==> src/rtl/pconv_pkg.sv <==
package pconv_pkg;
  localparam int RATE_W = 3;
  localparam int PH_W   = 3;
  localparam int PAT_W  = 7;

  typedef enum logic [RATE_W-1:0] {
    RATE_1_2 = 3'd0,
    RATE_2_3 = 3'd1,
    RATE_3_4 = 3'd2,
    RATE_5_6 = 3'd3,
    RATE_7_8 = 3'd4
  } rate_e;

  // last phase index of the keep pattern for a rate code
  function automatic logic [PH_W-1:0] period_last(input logic [RATE_W-1:0] r);
    case (r)
      RATE_2_3: period_last = 3'd1;
      RATE_3_4: period_last = 3'd2;
      RATE_5_6: period_last = 3'd4;
      RATE_7_8: period_last = 3'd6;
      default:  period_last = 3'd0;
    endcase
  endfunction

  // {keep X, keep Y} for a rate code at a phase; patterns left aligned, phase 0 = MSB
  function automatic logic [1:0] keep_bits(input logic [RATE_W-1:0] r,
                                           input logic [PH_W-1:0]   ph);
    logic [PAT_W-1:0] px, py;
    int idx;
    case (r)
      RATE_2_3: begin px = 7'b1000000; py = 7'b1100000; end
      RATE_3_4: begin px = 7'b1010000; py = 7'b1100000; end
      RATE_5_6: begin px = 7'b1010100; py = 7'b1101000; end
      RATE_7_8: begin px = 7'b1000101; py = 7'b1111010; end
      default:  begin px = 7'b1111111; py = 7'b1111111; end
    endcase
    idx = PAT_W - 1 - int'(ph);
    keep_bits = {px[idx], py[idx]};
  endfunction
endpackage

==> src/rtl/pconv_shift.sv <==
module pconv_shift #(
  parameter int          K  = 7,
  parameter logic [K-1:0] GX = 7'o171,
  parameter logic [K-1:0] GY = 7'o133
) (
  input  logic clk,
  input  logic rst,
  input  logic shift_en,
  input  logic din,
  output logic x_bit,
  output logic y_bit
);
  localparam int MEM_W = K - 1;

  // mem_q[MEM_W-1] holds the most recent past bit
  logic [MEM_W-1:0] mem_q;
  logic [K-1:0]     win;

  assign win   = {din, mem_q};
  assign x_bit = ^(win & GX);
  assign y_bit = ^(win & GY);

  always_ff @(posedge clk) begin
    if (rst)           mem_q <= '0;
    else if (shift_en) mem_q <= win[K-1:1];
  end


  mem_clear_chk: assert property (@(posedge clk) rst |=> (mem_q == '0));

  shift_in_chk: assert property (@(posedge clk) disable iff (rst)
    shift_en |=> (mem_q[MEM_W-1] == $past(din)));

  hold_chk: assert property (@(posedge clk) disable iff (rst)
    !shift_en |=> $stable(mem_q));
endmodule

==> src/rtl/pconv_phase.sv <==
module pconv_phase
  import pconv_pkg::*;
(
  input  logic              clk,
  input  logic              rst,
  input  logic [RATE_W-1:0] rate,
  input  logic              accept,
  output logic              restart,
  output logic              keep_x,
  output logic              keep_y
);
  logic [RATE_W-1:0] rate_q;
  logic [PH_W-1:0]   ph_q, ph_eff, last;

  assign restart  = (rate != rate_q);
  assign ph_eff   = restart ? '0 : ph_q;
  assign last     = period_last(rate);
  assign {keep_x, keep_y} = keep_bits(rate, ph_eff);

  always_ff @(posedge clk) begin
    rate_q <= rate;
    if (rst)         ph_q <= '0;
    else if (accept) ph_q <= (ph_eff == last) ? '0 : ph_eff + 1'b1;
    else             ph_q <= ph_eff;
  end


  ph_range_chk: assert property (@(posedge clk) disable iff (rst)
    ph_q <= period_last(rate_q));

  restart_chk: assert property (@(posedge clk) disable iff (rst)
    (restart && !accept) |=> (ph_q == '0));
endmodule

==> src/rtl/pconv_pack.sv <==
module pconv_pack (
  input  logic       clk,
  input  logic       rst,
  input  logic       en,
  input  logic       flush,
  input  logic       keep_x,
  input  logic       keep_y,
  input  logic       x_bit,
  input  logic       y_bit,
  output logic       sym_valid,
  output logic [1:0] sym
);
  logic       pend_v_q, pend_b_q;
  logic [2:0] lst;
  logic [1:0] n;
  logic       pv;
  logic       vld_n, pend_v_n, pend_b_n;
  logic [1:0] sym_n;

  assign pv = pend_v_q && !flush;

  always_comb begin
    lst = '0;
    n   = '0;
    if (pv) begin
      lst[n] = pend_b_q;
      n      = n + 2'd1;
    end
    if (en && keep_x) begin
      lst[n] = x_bit;
      n      = n + 2'd1;
    end
    if (en && keep_y) begin
      lst[n] = y_bit;
      n      = n + 2'd1;
    end
    if (n >= 2'd2) begin
      vld_n    = 1'b1;
      sym_n    = {lst[0], lst[1]};
      pend_v_n = (n == 2'd3);
      pend_b_n = lst[2];
    end else begin
      vld_n    = 1'b0;
      sym_n    = '0;
      pend_v_n = (n == 2'd1);
      pend_b_n = lst[0];
    end
  end

  always_ff @(posedge clk) begin
    if (rst) begin
      pend_v_q  <= 1'b0;
      pend_b_q  <= 1'b0;
      sym_valid <= 1'b0;
      sym       <= '0;
    end else begin
      pend_v_q  <= pend_v_n;
      pend_b_q  <= pend_b_n;
      sym_valid <= vld_n;
      if (vld_n) sym <= sym_n;
    end
  end


  out_cause_chk: assert property (@(posedge clk) disable iff (rst)
    sym_valid |-> $past(en));

  flush_drop_chk: assert property (@(posedge clk) disable iff (rst)
    (flush && !en) |=> !pend_v_q);
endmodule

==> src/rtl/pconv_enc.sv <==
module pconv_enc
  import pconv_pkg::*;
#(
  parameter int           K  = 7,
  parameter logic [K-1:0] GX = 7'o171,
  parameter logic [K-1:0] GY = 7'o133
) (
  input  logic              clk,
  input  logic              rst,
  input  logic [RATE_W-1:0] rate_sel,
  input  logic              in_valid,
  input  logic              in_bit,
  output logic              in_ready,
  output logic              out_valid,
  output logic [1:0]        out_sym
);
  logic rdy_q;
  logic accept, restart, keep_x, keep_y, x_bit, y_bit;

  always_ff @(posedge clk) begin
    if (rst) rdy_q <= 1'b0;
    else     rdy_q <= 1'b1;
  end

  assign in_ready = rdy_q;
  assign accept   = in_valid && rdy_q;

  pconv_shift #(.K(K), .GX(GX), .GY(GY)) u_shift (
    .clk(clk), .rst(rst), .shift_en(accept), .din(in_bit),
    .x_bit(x_bit), .y_bit(y_bit)
  );

  pconv_phase u_phase (
    .clk(clk), .rst(rst), .rate(rate_sel), .accept(accept),
    .restart(restart), .keep_x(keep_x), .keep_y(keep_y)
  );

  pconv_pack u_pack (
    .clk(clk), .rst(rst), .en(accept), .flush(restart),
    .keep_x(keep_x), .keep_y(keep_y), .x_bit(x_bit), .y_bit(y_bit),
    .sym_valid(out_valid), .sym(out_sym)
  );


  rst_quiet_chk: assert property (@(posedge clk) rst |=> (!out_valid && !in_ready));

  ready_high_chk: assert property (@(posedge clk) disable iff (rst)
    $past(!rst) |-> in_ready);
  // every accepted bit at a full-rate code yields a symbol
  half_rate_chk: assert property (@(posedge clk) disable iff (rst)
    (accept && (period_last(rate_sel) == '0)) |=> out_valid);
endmodule

==> config.mk <==
export PLATFORM = sky130hd
export DESIGN_NAME = pconv_enc
export DESIGN_NICKNAME = d
export VERILOG_FILES = /design/src/rtl/pconv_pkg.sv /design/src/rtl/pconv_shift.sv /design/src/rtl/pconv_phase.sv /design/src/rtl/pconv_pack.sv /design/src/rtl/pconv_enc.sv
export SDC_FILE = /design/constraint.sdc
export NUM_CORES = 1
export LEC_CHECK = 0
export ABC_AREA = 1
export BUFFER_PORTS_ARGS = -buffer_cell sky130_fd_sc_hd__buf_2
export CAP_MARGIN = 25
export CORE_MARGIN = 2
export CORE_UTILIZATION = 35
export CTS_BUF_LIST = sky130_fd_sc_hd__clkbuf_2 sky130_fd_sc_hd__clkbuf_4 sky130_fd_sc_hd__clkbuf_8
export DETAILED_ROUTE_END_ITERATION = 8
export PLACE_DENSITY_LB_ADDON = 0.2
export SLEW_MARGIN = 10
export SYNTH_ARGS = -nofsm -noshare
export SYNTH_HDL_FRONTEND = slang
export SYNTH_SLANG_ARGS = --single-unit
export TNS_END_PERCENT = 1
==> constraint.sdc <==
create_clock -name clk -period 3.2 [get_ports clk]
set_clock_uncertainty 0.05 [all_clocks]
set_input_delay 0 -clock clk [delete_from_list [all_inputs] [get_ports clk]]
set_output_delay 0 -clock clk [all_outputs]
set_load 0.03 [all_outputs]
==> results of run 1 <==
## where the power goes
group / leakage [nW] / internal, mW / total, mW / switching (mW)
Clock: 0.0210 / 0.0692 / 0.140 / 0.0706
Sequential: 0.148 / 0.235 / 0.242 / 0.00715
Combinational: 0.521 / 0.0427 / 0.113 / 0.0700
Total: 0.690 / 0.347 / 0.495 / 0.148
## layout make-up
| class | count | area share [%] |
|---|---|---|
| multi-input cells | 132 | 54.9 |
| flip-flops and latches | 18 | 25.4 |
| repair buffers | 15 | 7.07 |
| inverters | 22 | 5.92 |
| well taps | 46 | 4.06 |
| clock buffers | 4 | 2.56 |
## cells by family (layout without fill, tap and decap cells)
family | after synthesis | after routing | synth area share, %
compound gates | 18 | 18 | 7.86
xor+xnor | 12 | 12 | 9.98
fa+ha+maj | 6 | 6 | 6.05
buf+inv | 25 | 41 | 8.27
flops | 18 | 18 | 29.0
simple gates | 96 | 96 | 38.8
## registers in the layout, summed over array words and instances (netlist names)
| name | flops |
|---|---|
| u_phase.rate_q | 3 |
| u_pack.sym | 2 |
| u_phase.ph_q | 3 |
| in_ready | 1 |
| u_pack.pend_v_q | 1 |
| u_pack.pend_b_q | 1 |
| u_shift.mem_q | 6 |
| u_pack.sym_valid | 1 |
## critical path: stages
cell and delay [ns]:
dlygate4sd3_1 0.52, buf_2 0.16, inv_2 0.08, nand2_2 0.06
nand2_2 0.05, nor2_4 0.14, nand2_1 0.11, nor2_2 0.19
ha_1 0.32, nand2_1 0.09, nand3_1 0.07, nand2_1 0.10
inv_1 0.04, nand2_1 0.07, and2_4 0.16, inv_1 0.07
ha_1 0.18, inv_1 0.06, nand4_2 0.11, nand2_2 0.14
nand2_2 0.06, inv_2 0.06, nand3_1 0.07, nand2_1 0.06
## worst paths after layout
| kind | from | endpoint | cells after the start |
|---|---|---|---|
| max | rate_sel[2] | u_pack.sym[0] | 24 |
| min | in_valid | u_phase.ph_q[1] | 4 |
| max reg2reg | u_phase.rate_q[2] | u_pack.sym[0] | 22 |
| min reg2reg | u_pack.sym[0] | u_pack.sym[0] | 2 |
## timing repair
item / CTS / global route
hold buffers: 5 / 0
setup endpoints to repair: 0 / 0
endpoints found under the hold margin: 6 / 0
## per-layer routing
metal | track usage (%) | up-vias | routed length, um
met2 | 22.8 | 8 | 1160
li1 | - | 587 | -
met1 | 16.4 | 488 | 1140
met5 | 0 | - | 0
met4 | 4.08 | 0 | 0
met3 | 2.14 | 0 | 43
## cells in the final DEF (no fill, tap or decap), types with 7 or more instances in the layout
| master | n |
|---|---|
| nand2_1 | 45 |
| dfxtp_1 | 18 |
| inv_1 | 17 |
| nand3_1 | 17 |
| nor2_1 | 13 |
| buf_2 | 10 |
| nand2_2 | 9 |
| o21ai_0 | 8 |
| a21oi_1 | 7 |
## per-stage QoR
step	setup slack [ns]	hold WS, ns	util [%]
2_1_floorplan	0.734	-0.0223	-
3_3_place_gp	0.496	0.142	39.5
3_5_place_dp	0.452	0.152	39.5
4_1_cts	0.408	0.115	42.1
5_1_grt	0.176	0.150	42.1
6_report	0.411	0.117	42.1
==> impl_metrics.yaml, run 1 <==
detailed_routing:
  drc: 0
  firstDrtPassIters: 4
  avgRoutedWirePerCell_um: 9.89
  via_count: 1083
  via_per_inst: 4.57
  drt-total-wl_mm: 2.35
  drt_iter0_drc: 24
  antenna_left: 0
finish:
  multiInputGateArea_um2: 778
  design_area_um2: 1420
  seq_area_um2: 360
  drive_above_1_share_pct: 20.4
  nets: 205
  diodes: 0
  fill_cells: 386
  layout.cells.non_filler: 237
  area_growth_pct: 14.1
clock_tree:
  cts_root_buf: "clkbuf_4"
  cts_resized: 0
  cts_setup_buffers: 0
  clkTransAtPathRegs_ns: 0.10
  cts_made_buffers: 3
  h-tree-depth: 1
  clkLatencyLatePin_ns: 0.29
  cts_buffer_depth: 2
  cts_tree: "built"
  clock_sinks: 18
worst_setup_path:
  cp-end-kind: "flip-flop"
  crit_type: "input port to flip-flop"
  reg2reg_slack_ns: 0.43
  cp.required_ns: 3.39
  critPathMaxFanout: 6
  startpoint_type: "input port"
  cp.arrival_ns: 2.98
synthesis:
  synth_edf_count: 0
  syn_area_um2: 1240
  synthesis.nets: 188
  synthArstFlopShare_pct: 0
  synth_top_area_share_pct: 29.0
  yosys-top-cells-area: "dfxtp_1 29%, nand2_1 14%, nand3_1 6.9%"
  syn_area_per_cell_um2: 7.09
  ys_ff_latch: 18
  synth_top_cell_by_area: "dfxtp_1"
  ys.flop_type: "dfxtp_1"
  ys_seq_area_share_pct: 29.0
  yosys.cell_count.top_type: "nand2_1"
  syn_inst: 175
  synthTopCellsByCount: "45 x nand2_1, 18 x dfxtp_1, 17 x inv_1, 17 x nand3_1, 13 x nor2_1"
  synth.distinct_cells: 29
  synth_warnings: 0
global_route:
  grt_max_degree: 16
  grt_pass1_wl_mm: 4.33
  grt_use_total_pct: 13.1
  grt_pass1_vias: 1050
  antenna_found_initial: 0
  overflow: 0
sta:
  finalSetupTns_ns: 0
  min_period_ns: 2.79
  worst_pin_slew_ns: 0.500
  setup_viol: 0
  period_share_pct: 87.2
  drv_slew: 0
  fmax_ghz: 0.358
  slew_headroom_pct: 66.7
  rsz0062_at_grt: "no"
  hold_viol_final: 0
place:
  hpwl_mm: 1.89
  io_buffers: 10
  dpl-instance-area_um2: 1330
  gp_congestion: 0.768
  placedCellCount: 228
die:
  die_h_um: 63.6
  fp.dieW_um: 63.6
  dieArea_um2: 4040
  start_util_pct: 36.9
  fp-row-count: 21
  io_pins: 11
  core_area_um2: 3360
outcome:
  outcome: "finished clean"
power:
  vdd_drop_max_mv: 0.256
  total_power_mw: 0.495
  cellLeakagePower_nw: 0.690
  cellPowerDensity_nw_per_um2: 349
min_path:
  holdCritPathClass: "input port to flip-flop"
flow_run:
  drv_cap: 0
(Power assumes the default switching activity.)
==> inputs of run 2 (changes only) <==
--- a/config.mk
+++ b/config.mk
@@ -16,5 +16,6 @@
 export SLEW_MARGIN = 10
 export SYNTH_ARGS = -nofsm -noshare
 export SYNTH_HDL_FRONTEND = slang
+export SYNTH_HIERARCHICAL = 1
 export SYNTH_SLANG_ARGS = --single-unit
 export TNS_END_PERCENT = 1
==> impl_metrics.yaml, run 2 <==
detailed_routing:
  drt-total-wl_mm: 2.48
  drt_iter0_drc: 46
  drc: 0
  via_count: 1204
  antenna_left: 0
  firstDrtPassIters: 4
  via_per_inst: 4.70
  avgRoutedWirePerCell_um: 9.68
finish:
  layout.cells.non_filler: 256
  largest-register: "u_shift/mem_q"
  diodes: 0
  largest_reg_flops: 6
  mostFrequentLayoutCell: "nand2_1"
  mostFrequentLayoutCells: "61 x nand2_1, 26 x inv_1, 18 x dfxtp_1, 14 x nand3_1, 13 x nor2_1"
  drive_above_1_share_pct: 21.2
  nets: 220
  reg_top3: "u_shift/mem_q x6, u_phase/ph_q x3, u_phase/rate_q x3"
  area_growth_pct: 15.4
die:
  core_area_um2: 3610
  die_h_um: 64.9
  fp-row-count: 22
  fp.dieW_um: 64.9
  io_pins: 11
  start_util_pct: 36.0
  dieArea_um2: 4210
power:
  power.switching_mw: 0.163
  vdd_drop_max_mv: 0.273
  cellLeakagePower_nw: 0.765
  internal-power_mw: 0.385
  cellPowerDensity_nw_per_um2: 366
  total_power_mw: 0.548
  pwr-share-comb_pct: 20.9
  swShare_pct: 29.8
  p_seq_share_pct: 44.4
  power.share.clock_pct: 34.6
synthesis:
  ys_seq_area_share_pct: 27.8
  synth_top_area_share_pct: 27.8
  yosys-top-cells-area: "dfxtp_1 28%, nand2_1 18%, inv_1 7.5%"
  syn_inst: 191
  syn_area_per_cell_um2: 6.79
  synth_top_cell_by_area: "dfxtp_1"
  synth_simple_gate_area_share_pct: 40.7
  synth_top_family_by_area: "simple AND/OR/NAND/NOR gates"
  ys_ff_latch: 18
  synthAdderAreaFrac_pct: 3.86
  synthArstFlopShare_pct: 0
  yosys.cell_count.top_type: "nand2_1"
  ys.flop_type: "dfxtp_1"
  syn_area_um2: 1300
  synth_edf_count: 0
  synthTopCellsByCount: "61 x nand2_1, 26 x inv_1, 18 x dfxtp_1"
  synth.distinct_cells: 29
  synth_compound_area_share_pct: 12.2
  synthesis.nets: 202
  synth_warnings: 6
  synth_xor_area_share_pct: 4.73
  synth.area.mux_share_pct: 0
global_route:
  overflow: 0
  grt_pass1_wl_mm: 4.35
  antenna_found_initial: 0
  grt_pass1_vias: 1057
  grt_use_total_pct: 12.9
  grt_max_degree: 20
worst_setup_path:
  critPathMaxFanout: 7
  path_common_cell: "nand2_1"
  critPathSlowestCell: "dlygate4sd3_1"
  cp-end-kind: "flip-flop"
  cp.arrival_ns: 2.97
  crit_type: "input port to flip-flop"
  cp.required_ns: 3.30
  startpoint_type: "input port"
  path_cells: "dlygate4sd3_1 -> buf_2 -> xnor2_4 -> nand4_4 -> inv_2 -> ha_1 -> o211ai_1 -> nand2_1 -> nand2_1 -> o211ai_1 -> nand2_1 -> nand2_2 -> ha_1 -> o21ai_2 -> inv_2 -> a21oi_2 -> a21oi_2"
  critPathMaxStageDelay_ns: 0.53
place:
  placedCellCount: 247
  io_buffers: 10
  hpwl_mm: 1.93
  gp_congestion: 0.799
clock_tree:
  cts_made_buffers: 3
  clkLatencyLatePin_ns: 0.25
  cts_buffer_depth: 2
  cts_tree: "built"
  clock_sinks: 18
  h-tree-depth: 1
  clkTransAtPathRegs_ns: 0.07
  cts_root_buf: "clkbuf_8"
sta:
  finalSetupTns_ns: 0
  period_share_pct: 89.9
  rsz0062_at_grt: "no"
  holdWs_ns: 0.347
  drv_slew: 0
  fmax_ghz: 0.348
  hold_viol_final: 0
  setup_viol: 0
  worst_pin_slew_ns: 0.562
  slew_headroom_pct: 62.5
  min_period_ns: 2.88
min_path:
  holdCritPathClass: "input port to flip-flop"
outcome:
  outcome: "finished clean"
flow_run:
  drv_cap: 0
run 2: cell types whose count changed after synthesis, moves of 3 or more:
cell,before,now
inv_2,4,7
xor2_1,6,1
nand2_1,45,61
nand3_1,17,14
a21oi_2,1,4
o21ai_0,8,4
xnor2_1,5,1
a211oi_1,0,5
inv_1,17,26
nand2_2,9,6
o211ai_1,0,3
a21oi_1,7,2
run 2: kinds of logic (layout without fill, tap and decap cells):
kind of cell,after synthesis,in the layout
flops,18,18
buf+inv,35,52
simple gates,108,108
fa+ha+maj,4,4
xor+xnor,4,4
compound gates,22,22
run 2: area by class of cell:
type	count	area, um^2
fillers	395	2110
multi-input cells	138	798
flip-flops and latches	18	360
inverters	33	124
repair buffers	15	100
well taps	48	60.1
clock buffers	4	55.1
run 2: critical path: cells and delay by family:
family | cells | cell delay (ns)
AND/OR/NAND/NOR | 5 | 0.51
AO/OA/AOI/OAI | 5 | 0.64
buffers and inverters | 4 | 0.95
adder cells (fa/ha/maj) | 2 | 0.54
XOR/XNOR | 1 | 0.32
run 2: worst paths after layout:
path,to,cells after the start,slack [ns],start
max reg2reg,u_pack/sym[0],15,0.45,u_phase/rate_q[0]
max,u_pack/sym[0],17,0.32,rate_sel[0]
min reg2reg,u_shift/mem_q[2],2,0.43,u_shift/mem_q[2]
min,u_shift/mem_q[5],5,0.35,in_valid
run 2: per-stage QoR:
step                util [%]  area, um^2  worst slack, ns
CTS                     41.5        1500            0.329
detailed placement      38.6        1390            0.473
finish                  41.5        1500            0.324
floorplan                  -        1300            0.721
global placement        38.6        1390            0.495
global route            41.5        1500           0.0512
run 2: power groups by stage:
stage          clock [mW]  combinational, mW  sequential (mW)
6_report            0.190              0.115            0.243
5_1_grt             0.207              0.130            0.245
4_1_cts             0.199              0.115            0.243
3_5_place_dp            0              0.110            0.249
3_3_place_gp            0              0.111            0.249
2_1_floorplan           0             0.0831            0.250
run 2: layer usage:
layer / vias up / wire [um] / GRT usage [%]
met5: - / 0 / 0
li1: 641 / - / -
met3: 2 / 50 / 2.26
met1: 547 / 1310 / 17.7
met4: 0 / 19 / 4.26
met2: 14 / 1100 / 20.2
run 2: what timing repair did:
| action | CTS | global route |
|---|---|---|
| hold buffers | 5 | 0 |
| gates resized for setup | 0 | 0 |
| buffers inserted | 0 | 0 |
| endpoints found under the hold margin | 5 | 0 |
